**config.mk**
```make
export PLATFORM = sky130hd
export DESIGN_NAME = spi_cmd_engine
export DESIGN_NICKNAME = d
export VERILOG_FILES = /design/src/rtl/spi_eng_pkg.sv /design/src/rtl/spi_eng_ctrl.sv /design/src/rtl/spi_eng_dpath.sv /design/src/rtl/spi_cmd_engine.sv
export SDC_FILE = /design/constraint.sdc
export NUM_CORES = 1
export LEC_CHECK = 0
export BUFFER_PORTS_ARGS = -buffer_cell sky130_fd_sc_hd__buf_2
export CAP_MARGIN = 20
export CELL_PAD_IN_SITES_DETAIL_PLACEMENT = 0
export CELL_PAD_IN_SITES_GLOBAL_PLACEMENT = 1
export CORE_MARGIN = 2
export CORE_UTILIZATION = 51
export CTS_CLUSTER_SIZE = 16
export DETAILED_ROUTE_END_ITERATION = 16
export GPL_TIMING_DRIVEN = 1
export PLACE_DENSITY_LB_ADDON = 0.1
export SYNTH_ARGS = -nofsm -noshare
export SYNTH_HDL_FRONTEND = slang
export SYNTH_HIERARCHICAL = 1
export SYNTH_SLANG_ARGS = --single-unit
```
**constraint.sdc**
```tcl
create_clock -name clk -period 4 [get_ports clk]
set_input_delay 0 -clock clk [delete_from_list [all_inputs] [get_ports clk]]
set_output_delay 0 -clock clk [all_outputs]
set_load 0.03 [all_outputs]
```
**src/rtl/spi_eng_pkg.sv**
```systemverilog
package spi_eng_pkg;
  localparam int REG_W      = 32;
  localparam int BYTE_W     = 8;
  localparam int MAX_TX     = 8;
  localparam int MAX_RX     = 4;
  localparam int CMD_BYTES  = REG_W / BYTE_W;
  localparam int CNT_W      = 4;
  localparam int SEL_W      = 2;
  localparam int IDX_W      = $clog2(MAX_TX + MAX_RX + 1);
  localparam int BIT_IDX_W  = $clog2(BYTE_W);
  localparam int MAX_HALF   = 1 << ((1 << SEL_W) - 1);
  localparam int DIV_W      = $clog2(MAX_HALF) + 1;
  localparam int GAP_W      = DIV_W + 1;

  // control field positions (software-visible layout)
  localparam int TXF_LSB    = 0;
  localparam int RXF_LSB    = 4;
  localparam int START_POS  = 8;
  localparam int BUSY_POS   = 16;
  localparam int SEL_LSB    = 24;

  localparam logic [3:0] OFS_CTRL = 4'h0;
  localparam logic [3:0] OFS_CMD  = 4'h4;
  localparam logic [3:0] OFS_DATA = 4'h8;

  typedef struct packed {
    logic                 load;
    logic                 sample;
    logic                 byteDone;
    logic                 commit;
    logic                 active;
    logic                 busy;
    logic                 sckHigh;
    logic [IDX_W-1:0]     byteIdx;
    logic [BIT_IDX_W-1:0] bitIdx;
    logic [IDX_W-1:0]     txBytes;
    logic [IDX_W-1:0]     rxBytes;
  } ctrl2dp_t;

  function automatic logic [IDX_W-1:0] clampCnt(input logic [CNT_W-1:0] raw, input int lim);
    return (int'(raw) > lim) ? IDX_W'(lim) : IDX_W'(raw);
  endfunction
endpackage

```
**src/rtl/spi_eng_ctrl.sv**
```systemverilog
module spi_eng_ctrl
  import spi_eng_pkg::*;
(
  input  logic             clk,
  input  logic             rstN,
  input  logic             ctrlWe,
  input  logic [CNT_W-1:0] wrTx,
  input  logic [CNT_W-1:0] wrRx,
  input  logic             wrStart,
  input  logic [SEL_W-1:0] wrSel,
  output ctrl2dp_t         toDp,
  output logic [REG_W-1:0] ctrlView,
  output logic             sckOut,
  output logic             csN
);
  typedef enum logic [1:0] {ST_IDLE, ST_SHIFT, ST_GAP} state_t;

  state_t               state;
  logic [CNT_W-1:0]     txField;
  logic [CNT_W-1:0]     rxField;
  logic [SEL_W-1:0]     selField;
  logic [DIV_W-1:0]     divCnt;
  logic [GAP_W-1:0]     gapCnt;
  logic                 phaseHigh;
  logic [BIT_IDX_W-1:0] bitIdx;
  logic [IDX_W-1:0]     byteIdx;

  logic [IDX_W-1:0]     txEff;
  logic [IDX_W-1:0]     rxEff;
  logic [IDX_W-1:0]     totalBytes;
  logic [IDX_W-1:0]     wrTotal;
  logic [DIV_W-1:0]     halfLast;
  logic [GAP_W-1:0]     gapLast;
  logic                 startOk;
  logic                 phaseEnd;

  assign txEff      = clampCnt(txField, MAX_TX);
  assign rxEff      = clampCnt(rxField, MAX_RX);
  assign totalBytes = txEff + rxEff;
  assign wrTotal    = clampCnt(wrTx, MAX_TX) + clampCnt(wrRx, MAX_RX);
  assign halfLast   = (DIV_W'(1) << selField) - DIV_W'(1);
  assign gapLast    = (GAP_W'(2) << selField) - GAP_W'(1);
  assign startOk    = ctrlWe && wrStart && (state == ST_IDLE);
  assign phaseEnd   = (state == ST_SHIFT) && (divCnt == halfLast);

  always_ff @(posedge clk) begin
    if (!rstN) begin
      state     <= ST_IDLE;
      txField   <= '0;
      rxField   <= '0;
      selField  <= '0;
      divCnt    <= '0;
      gapCnt    <= '0;
      phaseHigh <= 1'b0;
      bitIdx    <= '0;
      byteIdx   <= '0;
    end else begin
      unique case (state)
        ST_IDLE: begin
          if (ctrlWe) begin
            txField  <= wrTx;
            rxField  <= wrRx;
            selField <= wrSel;
            if (wrStart) begin
              divCnt    <= '0;
              gapCnt    <= '0;
              phaseHigh <= 1'b0;
              bitIdx    <= '0;
              byteIdx   <= '0;
              state     <= (wrTotal == '0) ? ST_GAP : ST_SHIFT;
            end
          end
        end
        ST_SHIFT: begin
          if (phaseEnd) begin
            divCnt <= '0;
            if (!phaseHigh) begin
              phaseHigh <= 1'b1;
            end else begin
              phaseHigh <= 1'b0;
              if (bitIdx == BIT_IDX_W'(BYTE_W - 1)) begin
                bitIdx <= '0;
                if (byteIdx == totalBytes - IDX_W'(1)) begin
                  state <= ST_GAP;
                end else begin
                  byteIdx <= byteIdx + IDX_W'(1);
                end
              end else begin
                bitIdx <= bitIdx + BIT_IDX_W'(1);
              end
            end
          end else begin
            divCnt <= divCnt + DIV_W'(1);
          end
        end
        ST_GAP: begin
          if (gapCnt == gapLast) begin
            gapCnt <= '0;
            state  <= ST_IDLE;
          end else begin
            gapCnt <= gapCnt + GAP_W'(1);
          end
        end
        default: state <= ST_IDLE;
      endcase
    end
  end

  assign sckOut = (state == ST_SHIFT) && phaseHigh;
  assign csN    = (state != ST_SHIFT);

  always_comb begin
    toDp          = '0;
    toDp.load     = startOk;
    toDp.sample   = phaseEnd && !phaseHigh;
    toDp.byteDone = phaseEnd && phaseHigh && (bitIdx == BIT_IDX_W'(BYTE_W - 1));
    toDp.commit   = (state == ST_GAP) && (gapCnt == gapLast);
    toDp.active   = (state == ST_SHIFT);
    toDp.busy     = (state != ST_IDLE);
    toDp.sckHigh  = sckOut;
    toDp.byteIdx  = byteIdx;
    toDp.bitIdx   = bitIdx;
    toDp.txBytes  = txEff;
    toDp.rxBytes  = rxEff;
  end

  always_comb begin
    ctrlView                          = '0;
    ctrlView[TXF_LSB +: CNT_W]        = txField;
    ctrlView[RXF_LSB +: CNT_W]        = rxField;
    ctrlView[BUSY_POS]                = (state != ST_IDLE);
    ctrlView[SEL_LSB +: SEL_W]        = selField;
  end

  // fields frozen while a transaction or guard gap runs
  assert_fields_hold_R11: assert property (@(posedge clk) disable iff (!rstN)
    (state != ST_IDLE) |=> ($stable(txField) && $stable(rxField) && $stable(selField)));

  // byte pointer never runs past the clamped total
  assert_byte_bound_R9: assert property (@(posedge clk) disable iff (!rstN)
    (state == ST_SHIFT) |-> (byteIdx < totalBytes));

  // bit pointer advances only as sck falls
  assert_bit_on_fall_R6: assert property (@(posedge clk) disable iff (!rstN)
    ((state == ST_SHIFT) && ($past(state) == ST_SHIFT) && (bitIdx != $past(bitIdx)))
      |-> ($past(phaseHigh) && !phaseHigh));
endmodule

```
**src/rtl/spi_eng_dpath.sv**
```systemverilog
module spi_eng_dpath
  import spi_eng_pkg::*;
#(
  parameter int ADDR_W = 4
) (
  input  logic              clk,
  input  logic              rstN,
  input  logic              busWe,
  input  logic [ADDR_W-1:0] busAddr,
  input  logic [REG_W-1:0]  busWdata,
  output logic [REG_W-1:0]  busRdata,
  input  ctrl2dp_t          fromCtrl,
  input  logic [REG_W-1:0]  ctrlView,
  input  logic              misoIn,
  output logic              mosiOut
);
  logic [REG_W-1:0]                 cmdReg;
  logic [REG_W-1:0]                 dataReg;
  logic [MAX_TX-1:0][BYTE_W-1:0]    txArr;
  logic [BYTE_W-1:0]                inShift;
  logic [REG_W-1:0]                 rxWord;
  logic                             cmdWe;
  logic                             dataWe;
  logic [IDX_W-1:0]                 rxPos;

  assign cmdWe  = busWe && (busAddr == ADDR_W'(OFS_CMD));
  assign dataWe = busWe && (busAddr == ADDR_W'(OFS_DATA));
  assign rxPos  = fromCtrl.byteIdx - fromCtrl.txBytes;

  always_ff @(posedge clk) begin
    if (!rstN) begin
      cmdReg <= '0;
    end else if (cmdWe) begin
      cmdReg <= busWdata;
    end
  end

  always_ff @(posedge clk) begin
    if (!rstN) begin
      dataReg <= '0;
    end else if (fromCtrl.commit && (fromCtrl.rxBytes != '0)) begin
      dataReg <= rxWord;
    end else if (dataWe) begin
      dataReg <= busWdata;
    end
  end

  // snapshot of the outgoing stream, taken at start
  always_ff @(posedge clk) begin
    if (!rstN) begin
      txArr <= '0;
    end else if (fromCtrl.load) begin
      for (int i = 0; i < MAX_TX; i++) begin
        if (i == 0) begin
          txArr[i] <= cmdReg[BYTE_W-1:0];
        end else if (i < CMD_BYTES) begin
          txArr[i] <= cmdReg[BYTE_W*(CMD_BYTES-i) +: BYTE_W];
        end else begin
          txArr[i] <= dataReg[BYTE_W*(i-CMD_BYTES) +: BYTE_W];
        end
      end
    end
  end

  always_ff @(posedge clk) begin
    if (!rstN) begin
      inShift <= '0;
      rxWord  <= '0;
    end else begin
      if (fromCtrl.load) begin
        rxWord <= '0;
      end
      if (fromCtrl.sample) begin
        inShift <= {inShift[BYTE_W-2:0], misoIn};
      end
      if (fromCtrl.byteDone && (fromCtrl.byteIdx >= fromCtrl.txBytes)) begin
        for (int j = 0; j < MAX_RX; j++) begin
          if (rxPos == IDX_W'(j)) begin
            rxWord[BYTE_W*j +: BYTE_W] <= inShift;
          end
        end
      end
    end
  end

  always_comb begin
    mosiOut = 1'b0;
    for (int i = 0; i < MAX_TX; i++) begin
      if (fromCtrl.active && (fromCtrl.byteIdx == IDX_W'(i)) &&
          (fromCtrl.byteIdx < fromCtrl.txBytes)) begin
        mosiOut = txArr[i][BIT_IDX_W'(BYTE_W - 1) - fromCtrl.bitIdx];
      end
    end
  end

  always_comb begin
    unique case (busAddr)
      ADDR_W'(OFS_CTRL): busRdata = ctrlView;
      ADDR_W'(OFS_CMD):  busRdata = cmdReg;
      ADDR_W'(OFS_DATA): busRdata = dataReg;
      default:           busRdata = '0;
    endcase
  end

  // outgoing snapshot untouched for the life of a transaction
  assert_shadow_frozen_R12: assert property (@(posedge clk) disable iff (!rstN)
    (fromCtrl.busy && $past(fromCtrl.busy)) |-> $stable(txArr));

  // serial output held steady across each high phase
  assert_mosi_steady_R6: assert property (@(posedge clk) disable iff (!rstN)
    (fromCtrl.sckHigh && $past(fromCtrl.sckHigh)) |-> $stable(mosiOut));
endmodule

```
**src/rtl/spi_cmd_engine.sv**
```systemverilog
module spi_cmd_engine
  import spi_eng_pkg::*;
#(
  parameter int ADDR_W = 4
) (
  input  logic              clk,
  input  logic              rstN,
  input  logic              busWe,
  input  logic [ADDR_W-1:0] busAddr,
  input  logic [31:0]       busWdata,
  output logic [31:0]       busRdata,
  output logic              sckOut,
  output logic              csN,
  output logic              mosiOut,
  input  logic              misoIn
);
  ctrl2dp_t         link;
  logic [REG_W-1:0] ctrlView;
  logic             ctrlWe;

  assign ctrlWe = busWe && (busAddr == ADDR_W'(OFS_CTRL));

  spi_eng_ctrl i_ctrl (
    .clk      (clk),
    .rstN     (rstN),
    .ctrlWe   (ctrlWe),
    .wrTx     (busWdata[TXF_LSB +: CNT_W]),
    .wrRx     (busWdata[RXF_LSB +: CNT_W]),
    .wrStart  (busWdata[START_POS]),
    .wrSel    (busWdata[SEL_LSB +: SEL_W]),
    .toDp     (link),
    .ctrlView (ctrlView),
    .sckOut   (sckOut),
    .csN      (csN)
  );

  spi_eng_dpath #(.ADDR_W(ADDR_W)) i_dpath (
    .clk      (clk),
    .rstN     (rstN),
    .busWe    (busWe),
    .busAddr  (busAddr),
    .busWdata (busWdata),
    .busRdata (busRdata),
    .fromCtrl (link),
    .ctrlView (ctrlView),
    .misoIn   (misoIn),
    .mosiOut  (mosiOut)
  );
endmodule

```
# After elaboration in Yosys (flattened, before gate mapping)
# Index checks and enable logic that the tools add are counted.
dict set report totals {
  register_bits 197
  output_inout_bits 35
  wordCells 185
}
dict set report classes {
  addsub 11
  order_cmp 7
  n_eq_ne 27
  n_shift 2
  muxes 70
  n_reduce_logical 47
}
# cell n
set ops {}
lappend ops {{$mux 32} 4}
lappend ops {{$pmux 32 s3} 1}
lappend ops {{$mux 4} 11}
lappend ops {{$mux 8} 4}
lappend ops {{$logic_and 1x1->1} 29}
lappend ops {{$bmux 1 s3} 8}
lappend ops {{$eq 4x3->1 const B} 5}
lappend ops {{$mux 1} 20}
lappend ops {{$eq 4x2->1 const B} 4}
lappend ops {{$logic_not 4->1} 4}
lappend ops {{$mux 2} 8}
lappend ops {{$pmux 4 s2} 2}
lappend ops {{$mux 3} 5}
lappend ops {{$mux 5} 3}
lappend ops {{$reduce_and 7->1} 2}
lappend ops {{$ne 2x2->1 const B} 6}
lappend ops {{$pmux 5 s2} 1}
lappend ops {{$add 4x1->4 const B} 2}
lappend ops {{$add 4x4->4} 2}
lappend ops {{$eq 4x1->1 const B} 2}
lappend ops {{$eq 4x4->1} 2}
lappend ops {{$gt 4x3->1 const B} 2}
lappend ops {{$gt 4x4->1 const B} 2}
lappend ops {{$reduce_bool 2->1} 4}
lappend ops {{28 further kinds} 31}

# Longest topological paths before layout
# Gate-level depths: netlist of the first run.
dict set report depth {
  ltp_word 12
  depth_mapped 13
}

# Modules after synthesis
# The synthesis of the first run kept the hierarchy.
# mod instances cells_each area_per_inst_um2
set modules_own_cells {}
lappend modules_own_cells {spi_eng_dpath 1 787 7945.1}
lappend modules_own_cells {spi_eng_ctrl 1 251 2088.3}
lappend modules_own_cells {spi_cmd_engine 1 2 18.8}

# Worst setup path before layout of the first run
# Ideal clock, no wire load.
dict set report synth_timing {
  path_type {flip-flop to flip-flop}
  startpoint {register i_ctrl.rxField[3]}
  endpoint {register i_ctrl.state[0]}
  setup_ps 120
  arrival_ps 2454
  setup_slack_ps 1426
  stages_incl_launch_ff 12
  n_path_buf 0
  period_less_slack_ps 2574
  path_cell_list {dfxtp_1 > nor2_1 > nand2_1 > ha_1 > inv_1 > ha_1 > inv_1 > fa_1 > xnor2_1 > nor3_1 > a41oi_1 > o31a_1}
}
dict set report synth_via {
  elab_chain_len 7
}
# element line
set synth_lines {}
lappend synth_lines {{from (decl)} spi_eng_ctrl.sv:20} ;# logic [CNT_W-1:0] rxField;
lappend synth_lines {{from (signal assigned)} spi_eng_ctrl.sv:62} ;# rxField <= wrRx;
lappend synth_lines {{$gt 4x3->1} spi_eng_pkg.sv:41} ;# return (int'(raw) > lim) ? IDX_W'(lim) : IDX_W'(raw);
lappend synth_lines {{$mux 4 (*)} spi_eng_pkg.sv:41}
lappend synth_lines {{$add 4x4->4 (*)} spi_eng_ctrl.sv:39} ;# assign totalBytes = txEff + rxEff;
lappend synth_lines {{$sub 4x1->4 (*)} spi_eng_ctrl.sv:83} ;# if (byteIdx == totalBytes - IDX_W'(1)) begin
lappend synth_lines {{$eq 4x4->1 (*)} spi_eng_ctrl.sv:83}
lappend synth_lines {{$ne 2x2->1 (no source line) (*)} --}
lappend synth_lines {{$reduce_and 7->1 (no source line) (*)} --}
lappend synth_lines {{to (signal assigned)} spi_eng_ctrl.sv:70} ;# state <= (wrTotal == '0) ? ST_GAP : ST_SHIFT;
lappend synth_lines {{to (decl)} spi_eng_ctrl.sv:18} ;# state_t state;
# Mark *: on every way between the ends. The rest lies on a longest branch, timed or not.
# A chain may end at the register's enable or synchronous reset.

# Worst setup path in the final report of the first run
# Ends and elaborated chain as after synthesis.

==> results of run 1 <==
[final cells by class]
type | count | area share [%]
clock inverters | 14 | 1.441
multi-input cells | 710 | 48.24
repair buffers | 124 | 7.357
flip-flops and latches | 197 | 34.41
clock buffers | 18 | 3.744
well taps | 265 | 2.893
inverters | 58 | 1.921
[per-layer routing]
metal / vias to the layer above / wire length [um]
li1: 3741 / -
met1: 3687 / 12460
met2: 161 / 11960
met3: 16 / 1243
met4: 0 / 203
met5: - / 0
[how the worst max path moves through the flow]
stage	startpoint	cells after the start	slack (ps)	endpoint
6_report	i_ctrl/rxField[3]	11	1120	i_ctrl/state[0]
5_1_grt	i_ctrl/rxField[3]	12	910	i_ctrl/state[0]
4_1_cts	i_ctrl/rxField[3]	11	1130	i_ctrl/state[0]
3_5_place_dp	i_ctrl/rxField[3]	11	1150	i_ctrl/state[0]
3_3_place_gp	i_ctrl/rxField[3]	12	1220	i_ctrl/state[0]
2_1_floorplan	i_ctrl/rxField[3]	11	1430	i_ctrl/state[0]
[flip-flops by register name, indices dropped and copies added (netlist names), 5 cells and up]
signal	cells
i_dpath/txArr	64
i_dpath/cmdReg	32
i_dpath/dataReg	32
i_dpath/rxWord	32
i_dpath/inShift	8
i_ctrl/gapCnt	5
[through the flow]
step / power, mW / std cells / util, % / setup WS, ps
after floorplan: 2.176 / 1059 / - / 1426
after global placement: 2.240 / 1321 / 54.32 / 1223
after CTS: 4.008 / 1386 / 59.09 / 1128
after detailed placement: 2.241 / 1321 / 54.32 / 1150
after global routing: 4.107 / 1386 / 59.09 / 914.5
final: 3.977 / 1386 / 59.09 / 1123
[critical path, delay by kind of cell (launching register included)]
family	cells	cell delay, ps
simple gates	3	810
flops	1	330
compound gates	2	510
xor+xnor	1	130
fa+ha+maj	3	900
buf+inv	2	100
[where the power goes]
group / total [mW] / switching, mW / internal, mW
registers: 1.99 / 0.0136 / 1.97
logic: 0.234 / 0.133 / 0.101
clock network: 1.76 / 0.815 / 0.941
total: 3.98 / 0.961 / 3.02
[layout by cell type (no fill, tap or decap), types with 3 or more instances in the layout]
master,n
o211a_1,33
o21a_1,4
a21boi_0,44
clkinv_4,3
inv_1,57
o21ai_0,4
conb_1,22
mux2i_1,150
clkbuf_16,17
nor2_1,17
buf_4,17
nand3_1,7
nor3_1,4
nand4_1,5
inv_6,6
dlygate4sd3_1,33
xor2_1,8
a21o_1,3
buf_2,73
nor4b_4,3
ha_1,16
mux2_2,3
nand2b_1,8
mux4_2,13
a222oi_1,32
a21oi_1,9
nand2_1,145
dfxtp_1,197
xnor2_1,10
fa_1,3
nor2b_1,80
nand3b_1,37
and2_1,8
==> flow_summary.json, run 1 <==
{
  "hold_viol_final": 0,
  "dp_hpwl_um": 17020,
  "irDropWorstVdd_uv": 315.8,
  "cts_resized": 0,
  "drc": 0,
  "num-fill-cells": 1771,
  "die_h_um": 144.3,
  "wl_um": 25870,
  "grt_pass1_vias": 7161,
  "cts_setup_buffers": 0,
  "syn_inst": 1038,
  "min_to": "i_dpath/dataReg[1]",
  "r2r_start": "i_ctrl/rxField[3]",
  "cts_buffers": 17,
  "grt_max_degree": 80,
  "worst-r2r-setup-slack_ps": 1120,
  "crit_slowest_cell": "fa_1",
  "met2_usage_pct": 41.08,
  "place_area_um2": 10540,
  "die_x_um": 144.3,
  "clk_latency_ps": 440,
  "hold_path_class": "input port to flop",
  "drv_slew": 0,
  "insertedDiodeCount": 0,
  "vias_per_cell": 5.487,
  "min_path_cells": 2,
  "antenna_found_initial": 0,
  "status": "completed",
  "use_met3_pct": 4.371,
  "drt_pre_antenna_iters": 6,
  "clk_pin_slew_ps": 80,
  "io_buffer_count": 74,
  "multiInputGateArea_um2": 5529,
  "reg2reg_to": "i_ctrl/state[0]",
  "drtAntennaViolNets": 0,
  "clockRootBuffer": "clkbuf_16",
  "min-delay-start": "rstN",
  "start_kind": "flop",
  "crit_chain": "nor2_1 -> nand2_1 -> ha_1 -> inv_1 -> ha_1 -> inv_1 -> fa_1 -> xnor2_1 -> nor3_1 -> a41oi_1 -> o31a_1",
  "worstPathArrival_ps": 3200,
  "path_class": "flop to flop",
  "seq_area_um2": 3944,
  "max_stage_delay_ps": 420,
  "finalNetCount": 1167,
  "synth_area_um2": 10040,
  "reg2reg_depth": 11,
  "grt.busiest_layer": "met2",
  "core-area_um2": 19400,
  "maxCapViolCount": 0,
  "fin_worst_skew_ps": 12.62,
  "setup_tns_ps": 0,
  "start_util_pct": 51.74,
  "grt-ovfl-total": 0,
  "cp.required_ps": 4330,
  "fmax_mhz": 347.6,
  "setup_viol": 0,
  "power_density_nw_per_um2": 346.9,
  "fin_crit_ps": 2877,
  "cts_tree": "yes",
  "grt.total_usage_pct": 25.58,
  "ys_warn_count": 6,
  "dr.first_iter.drc_count": 583,
  "rsz0062_at_grt": "no",
  "wl_per_cell_um": 18.67,
  "cts_hold_buf": 33,
  "grt_use_met1_pct": 36.76,
  "path_max_fanout": 4,
  "cts_max_level": 4,
  "power_leakage_nw": 4.976,
  "slew_headroom_pct": 31.67,
  "whs_ps": 141.8,
  "clock-sinks": 197,
  "drive_above_1_share_pct": 14.45,
  "rows": 51,
  "syn_avg_cell_area_um2": 9.670,
  "end_kind": "flop",
  "globalplace.congestion": 0.8116,
  "area_growth_pct": 14.20,
  "ios": 75,
  "worstMarginPinSlew_ps": 1021,
  "grt_pass1_wl_um": 40920,
  "vias": 7605,
  "dieArea_um2": 20820,
  "period_share_pct": 71.93,
  "fin_area_um2": 11460,
  "cts.path.max_buffers": 2
}
No activity file was read; power rests on OpenSTA's default activity.
==> run 2: changes to the inputs <==
--- a/config.mk
+++ b/config.mk
@@ -10,7 +10,7 @@
 export CELL_PAD_IN_SITES_DETAIL_PLACEMENT = 0
 export CELL_PAD_IN_SITES_GLOBAL_PLACEMENT = 1
 export CORE_MARGIN = 2
-export CORE_UTILIZATION = 51
+export CORE_UTILIZATION = 47
 export CTS_CLUSTER_SIZE = 16
 export DETAILED_ROUTE_END_ITERATION = 16
 export GPL_TIMING_DRIVEN = 1
==> constraint.sdc (replaced) <==
create_clock -name clk -period 2.88 [get_ports clk]
set_input_delay 0 -clock clk [delete_from_list [all_inputs] [get_ports clk]]
set_output_delay 0 -clock clk [all_outputs]
set_load 0.03 [all_outputs]
==> run 2 against run 1 <==
  * Non-clock buffer count is 18 higher
  * Wire length is 1.3% higher
  * Worst hold slack worse by 90 ps
  * Clock skew is 4.0 ps lower
  * Critical endpoint is now mosiOut
  * Largest cell class unchanged
  * Cell count increased by 1.9%
  * Worst setup slack got worse by 930 ps
  * Utilization fell by 3.8 points
  * Sequential share of layout area shrank 0.47 points
==> flow_summary.json, run 2 (same netlist as run 1, synthesis figures left out) <==
{
  "dp_hpwl_um": 17650,
  "cp.required_ps": 2880,
  "layout_common_cells": "195 x dfxtp_1, 150 x mux2i_1, 145 x nand2_1, 80 x nor2b_1, 73 x buf_2",
  "vias": 7636,
  "cts_buffers": 17,
  "power_density_nw_per_um2": 463.3,
  "globalplace.congestion": 0.8650,
  "grt_pass1_wl_um": 41750,
  "hold_path_class": "input port to flop",
  "rsz0062_at_grt": "no",
  "fmax_mhz": 372.6,
  "grt-ovfl-total": 0,
  "insertedDiodeCount": 0,
  "cp-startpoint": "i_ctrl/txField[3]",
  "slew_headroom_pct": 56.32,
  "fin_ws_ps": 196.0,
  "start_kind": "flop",
  "largest_reg_flops": 64,
  "drt_pre_antenna_iters": 5,
  "end_kind": "output port",
  "final_common_cell": "dfxtp_1",
  "num-fill-cells": 1961,
  "period_share_pct": 93.20,
  "die_x_um": 150.1,
  "ios": 75,
  "drv_slew": 0,
  "die_h_um": 150.1,
  "path_max_fanout": 7,
  "cts_tree": "yes",
  "cts.path.max_buffers": 2,
  "total_power_mw": 5.388,
  "grt_pass1_vias": 7333,
  "start_util_pct": 47.75,
  "antenna_found_initial": 0,
  "clock-sinks": 197,
  "dr.first_iter.drc_count": 508,
  "io_buffer_count": 74,
  "cts_setup_buffers": 0,
  "min-delay-start": "rstN",
  "status": "completed",
  "clockRootBuffer": "clkbuf_16",
  "maxCapViolCount": 0,
  "drtAntennaViolNets": 0,
  "worstPathArrival_ps": 2680,
  "grt_max_degree": 78,
  "place_ws_ps": 115.8,
  "dieArea_um2": 22540,
  "setup_viol": 0,
  "finalNetCount": 1185,
  "wl_um": 26210,
  "cp_top_family": "compound AO/OA/AOI/OAI gates",
  "hold_viol_final": 0,
  "crit_chain": "nand2b_1 -> inv_1 -> ha_1 -> inv_1 -> fa_1 -> a21o_1 -> a21oi_1 -> o31ai_1 -> a21oi_2 -> buf_2",
  "core-area_um2": 21020,
  "crit_slowest_cell": "fa_1",
  "fin_crit_ps": 2684,
  "max_stage_delay_ps": 420,
  "dp_cells": 1349,
  "vias_per_cell": 5.404,
  "wl_per_cell_um": 18.55,
  "setup_tns_ps": 0,
  "clk_latency_ps": 430,
  "whs_ps": 52.13,
  "cp_common_cell": "inv_1",
  "grt.total_usage_pct": 24.12,
  "rows": 53,
  "drive_above_1_share_pct": 16.17,
  "r2r_start": "i_ctrl/rxField[3]",
  "path_class": "flop to output port",
  "power_leakage_nw": 5.065,
  "cp.buffers_inverters": 3,
  "cts_max_level": 4,
  "irDropWorstVdd_uv": 332.5,
  "clk_pin_slew_ps": 70,
  "largest-register": "i_dpath/txArr",
  "area_growth_pct": 15.87,
  "worstMarginPinSlew_ps": 655.2,
  "drc": 0,
  "fin_worst_skew_ps": 8.605,
  "layout.cells.non_filler": 1413
}
run 2: cell count changes in the layout (fill, tap and decap cells not counted), sizes merged:
cell / previous run / this run
buf: 91 / 109
clkinvlp: 0 / 2
bufinv: 2 / 1
clkbuf: 18 / 17
clkinv: 6 / 5
run 2: layout make-up:
class                   instances  area (um^2)  share of cell area (%)
multi-input cells             710         5538                   47.62
flip-flops and latches        197         3946                   33.93
repair buffers                142         1028                   8.843
clock buffers                  17        425.4                   3.658
well taps                     275        344.1                   2.959
inverters                      58        220.2                   1.893
clock inverters                14        127.6                   1.097
run 2: power breakdown:
| group | total (mW) | switching, mW | internal (mW) |
|---|---|---|---|
| logic | 0.329 | 0.185 | 0.145 |
| registers | 2.76 | 0.0184 | 2.74 |
| clock network | 2.30 | 1.10 | 1.20 |
run 2: worst reg2reg max path: stages (launching register included):
cell	delay [ps]
dfxtp_1	320
nor2_1	190
and2_1	230
inv_1	60
ha_1	170
inv_1	50
ha_1	130
inv_1	50
fa_1	370
xor2_1	160
xnor2_1	320
a41oi_1	200
o31a_1	300
run 2: timing repair:
| action | 4_1_cts | 5_1_grt |
|---|---|---|
| hold buffers | 33 | 0 |
| resized for setup | 1 | 3 |
| endpoints found under the hold margin | 68 | 0 |
| endpoints found under the setup margin | 1 | 5 |
run 2: path summary, 6_finish.rpt:
path	end	depth (start not counted)	slack [ps]
max reg2reg	i_ctrl/state[0]	12	210
min	i_dpath/dataReg[4]	2	50
min reg2reg	i_dpath/cmdReg[31]	2	480
max	mosiOut	10	200
run 2: routing by layer:
| layer | up-vias | track usage [%] | routed length (um) | part of all wire [%] |
|---|---|---|---|---|
| li1 | 3771 | - | - | - |
| met1 | 3686 | 34.56 | 12790 | 49 |
| met2 | 155 | 38.24 | 12030 | 46 |
| met3 | 24 | 3.515 | 1078 | 4.1 |
| met4 | 0 | 6.132 | 313 | 1.2 |
| met5 | - | 0 | 0 | 0 |
run 2: stage by stage:
stage | utilization, % | instance area (um^2)
2_1_floorplan | - | 10120
3_3_place_gp | 51.07 | 10740
3_5_place_dp | 51.07 | 10740
4_1_cts | 55.28 | 11620
5_1_grt | 55.32 | 11630
6_report | 55.32 | 11630
==> run 3: changes to the inputs <==
--- a/config.mk
+++ b/config.mk
@@ -14,6 +14,7 @@
 export CTS_CLUSTER_SIZE = 16
 export DETAILED_ROUTE_END_ITERATION = 16
 export GPL_TIMING_DRIVEN = 1
+export HOLD_SLACK_MARGIN = 0.06
 export PLACE_DENSITY_LB_ADDON = 0.1
 export SYNTH_ARGS = -nofsm -noshare
 export SYNTH_HDL_FRONTEND = slang
==> constraint.sdc (replaced) <==
create_clock -name clk -period 2.88 [get_ports clk]
set_input_delay 0 -clock clk [delete_from_list [all_inputs] [get_ports clk]]
set_output_delay 0 -clock clk [all_outputs]
set_load 0.05 [all_outputs]
==> run 3 against run 2 <==
  * Wire length rose by 0.82%
  * Largest cell class unchanged
  * Critical endpoint unchanged
  * Die area did not move
  * Maximum frequency fell by 2.6%
==> flow_summary.json, run 3 (same netlist as run 1, synthesis figures left out) <==
{
  "dp_cells": 1350,
  "setup_viol": 0,
  "crit_chain": "nand2b_1 -> inv_1 -> nand3b_1 -> a2111oi_2 -> o211ai_1 -> o311a_1 -> a21oi_1 -> clkbuf_4",
  "dr.first_iter.drc_count": 523,
  "core-area_um2": 21020,
  "layout_common_cells": "196 x dfxtp_1, 150 x mux2i_1, 145 x nand2_1, 80 x nor2b_1, 72 x buf_2",
  "wl_per_cell_um": 18.67,
  "grt_pass1_wl_um": 41440,
  "largest_reg_flops": 64,
  "grt.total_usage_pct": 24.06,
  "worst-r2r-setup-slack_ps": 220,
  "clock-sinks": 197,
  "start_util_pct": 47.75,
  "status": "completed",
  "cts_tree": "yes",
  "fin_crit_ps": 2756,
  "clk_latency_ps": 440,
  "p_sw_share_pct": 24.51,
  "max_stage_delay_ps": 380,
  "irDropWorstVdd_uv": 368.0,
  "grt-ovfl-total": 0,
  "drc": 0,
  "cp_top_family": "compound AO/OA/AOI/OAI gates",
  "power_density_nw_per_um2": 463.0,
  "cp.required_ps": 2880,
  "cellInternalPower_mw": 4.077,
  "start_kind": "flop",
  "dieArea_um2": 22540,
  "globalplace.congestion": 0.8594,
  "power_leakage_nw": 5.066,
  "die_h_um": 150.1,
  "place_ws_ps": 29.70,
  "insertedDiodeCount": 0,
  "p_switching_mw": 1.324,
  "io_buffer_count": 74,
  "drtAntennaViolNets": 0,
  "min-delay-start": "busWe",
  "largest-register": "i_dpath/txArr",
  "final_common_cell": "dfxtp_1",
  "wl_um": 26430,
  "slew_headroom_pct": 56.03,
  "dp_hpwl_um": 17690,
  "worstPathArrival_ps": 2760,
  "clockRootBuffer": "clkbuf_16",
  "cts.path.max_buffers": 2,
  "cts_max_level": 4,
  "hold_viol_final": 0,
  "clk_pin_slew_ps": 80,
  "hold_path_class": "input port to flop",
  "reg2reg_to": "i_ctrl/byteIdx[3]",
  "vias_per_cell": 5.393,
  "drv_slew": 0,
  "die_x_um": 150.1,
  "finalNetCount": 1187,
  "path_max_fanout": 7,
  "min_path_cells": 5,
  "clkPwrFrac_pct": 42.6,
  "r2r_start": "i_ctrl/rxField[3]",
  "period_share_pct": 95.70,
  "path_class": "flop to output port",
  "place_area_um2": 10740,
  "fin_worst_skew_ps": 9.602,
  "area_growth_pct": 16.21,
  "antenna_found_initial": 0,
  "worstMarginPinSlew_ps": 659.5,
  "rsz0062_at_grt": "no",
  "cts_buffers": 17,
  "seq_power_share_pct": 51.1,
  "layout.cells.non_filler": 1415,
  "fmax_mhz": 362.8,
  "ios": 75,
  "drt_pre_antenna_iters": 8,
  "vias": 7631,
  "fin_area_um2": 11660,
  "cp.buffers_inverters": 2,
  "reg2reg_depth": 13,
  "fin_ws_ps": 123.7,
  "crit_slowest_cell": "dfxtp_1",
  "end_kind": "output port",
  "grt_pass1_vias": 7277,
  "drive_above_1_share_pct": 16.32,
  "maxCapViolCount": 0,
  "comb_power_share_pct": 6.3,
  "rows": 53,
  "min_to": "i_dpath/cmdReg[27]",
  "grt_max_degree": 78,
  "setup_tns_ps": 0
}
==> run 3: tightest hold or removal path, cell delays in order <==
cell	delay [ps]
buf_2	120
nand2_1	50
buf_4	290
nand2_1	120
a21boi_0	60
==> run 3: power by group through the flow <==
stage | combinational [mW] | sequential [mW] | clock, mW
after global routing | 0.372 | 2.76 | 2.46
after detailed placement | 0.305 | 2.82 | 0
final | 0.342 | 2.76 | 2.30
after CTS | 0.341 | 2.76 | 2.35
after floorplan | 0.216 | 2.82 | 0
after global placement | 0.303 | 2.82 | 0
==> run 3: what timing repair did <==
item / in CTS / in global routing
hold buffers: 34 / 0
endpoints found under the setup margin: 1 / 6
resized for setup: 1 / 6
endpoints found under the hold margin: 74 / 0
setup buffers: 0 / 0
==> run 3: cell type report <==
| cell class | count | area [um^2] |
|---|---|---|
| Inverter | 58 | 220.2 |
| Tap cell | 275 | 344.1 |
| Sequential cell | 197 | 3945 |
| Clock inverter | 11 | 92.59 |
| Clock buffer | 20 | 466.7 |
| Multi-Input combinational cell | 710 | 5547 |
| Fill cell | 1929 | 9358 |
| Timing Repair Buffer | 144 | 1049 |
==> run 3: worst max-delay path by stage <==
stage                            from         endpoint  slack (ps)  depth (start not counted)
CTS                 i_ctrl/rxField[3]  i_ctrl/state[0]          20                         12
global route        i_ctrl/txField[3]          mosiOut          20                         10
floorplan           i_ctrl/rxField[3]  i_ctrl/state[0]         300                         11
detailed placement  i_ctrl/rxField[3]  i_ctrl/state[0]          30                         12
global placement    i_ctrl/rxField[3]  i_ctrl/state[0]         160                         12
finish                i_ctrl/state[1]          mosiOut         120                          8
==> run 3: stage by stage <==
| stage | utilization (%) | hold WS [ps] | power, mW |
|---|---|---|---|
| 5_1_grt | 55.48 | 261.9 | 5.596 |
| 2_1_floorplan | - | 144.9 | 3.032 |
| 3_5_place_dp | 51.10 | 278.1 | 3.128 |
| 3_3_place_gp | 51.10 | 269.9 | 3.126 |
| 4_1_cts | 55.39 | 230.3 | 5.450 |
| 6_report | 55.48 | 250.1 | 5.401 |
==> run 3: layer usage <==
layer | global-route usage (%) | wire [um] | up-vias
li1 | - | - | 3787
met1 | 34.14 | 12790 | 3657
met2 | 38.01 | 12200 | 162
met3 | 4.061 | 1166 | 25
met4 | 6.368 | 274 | 0
met5 | 0 | 0 | -
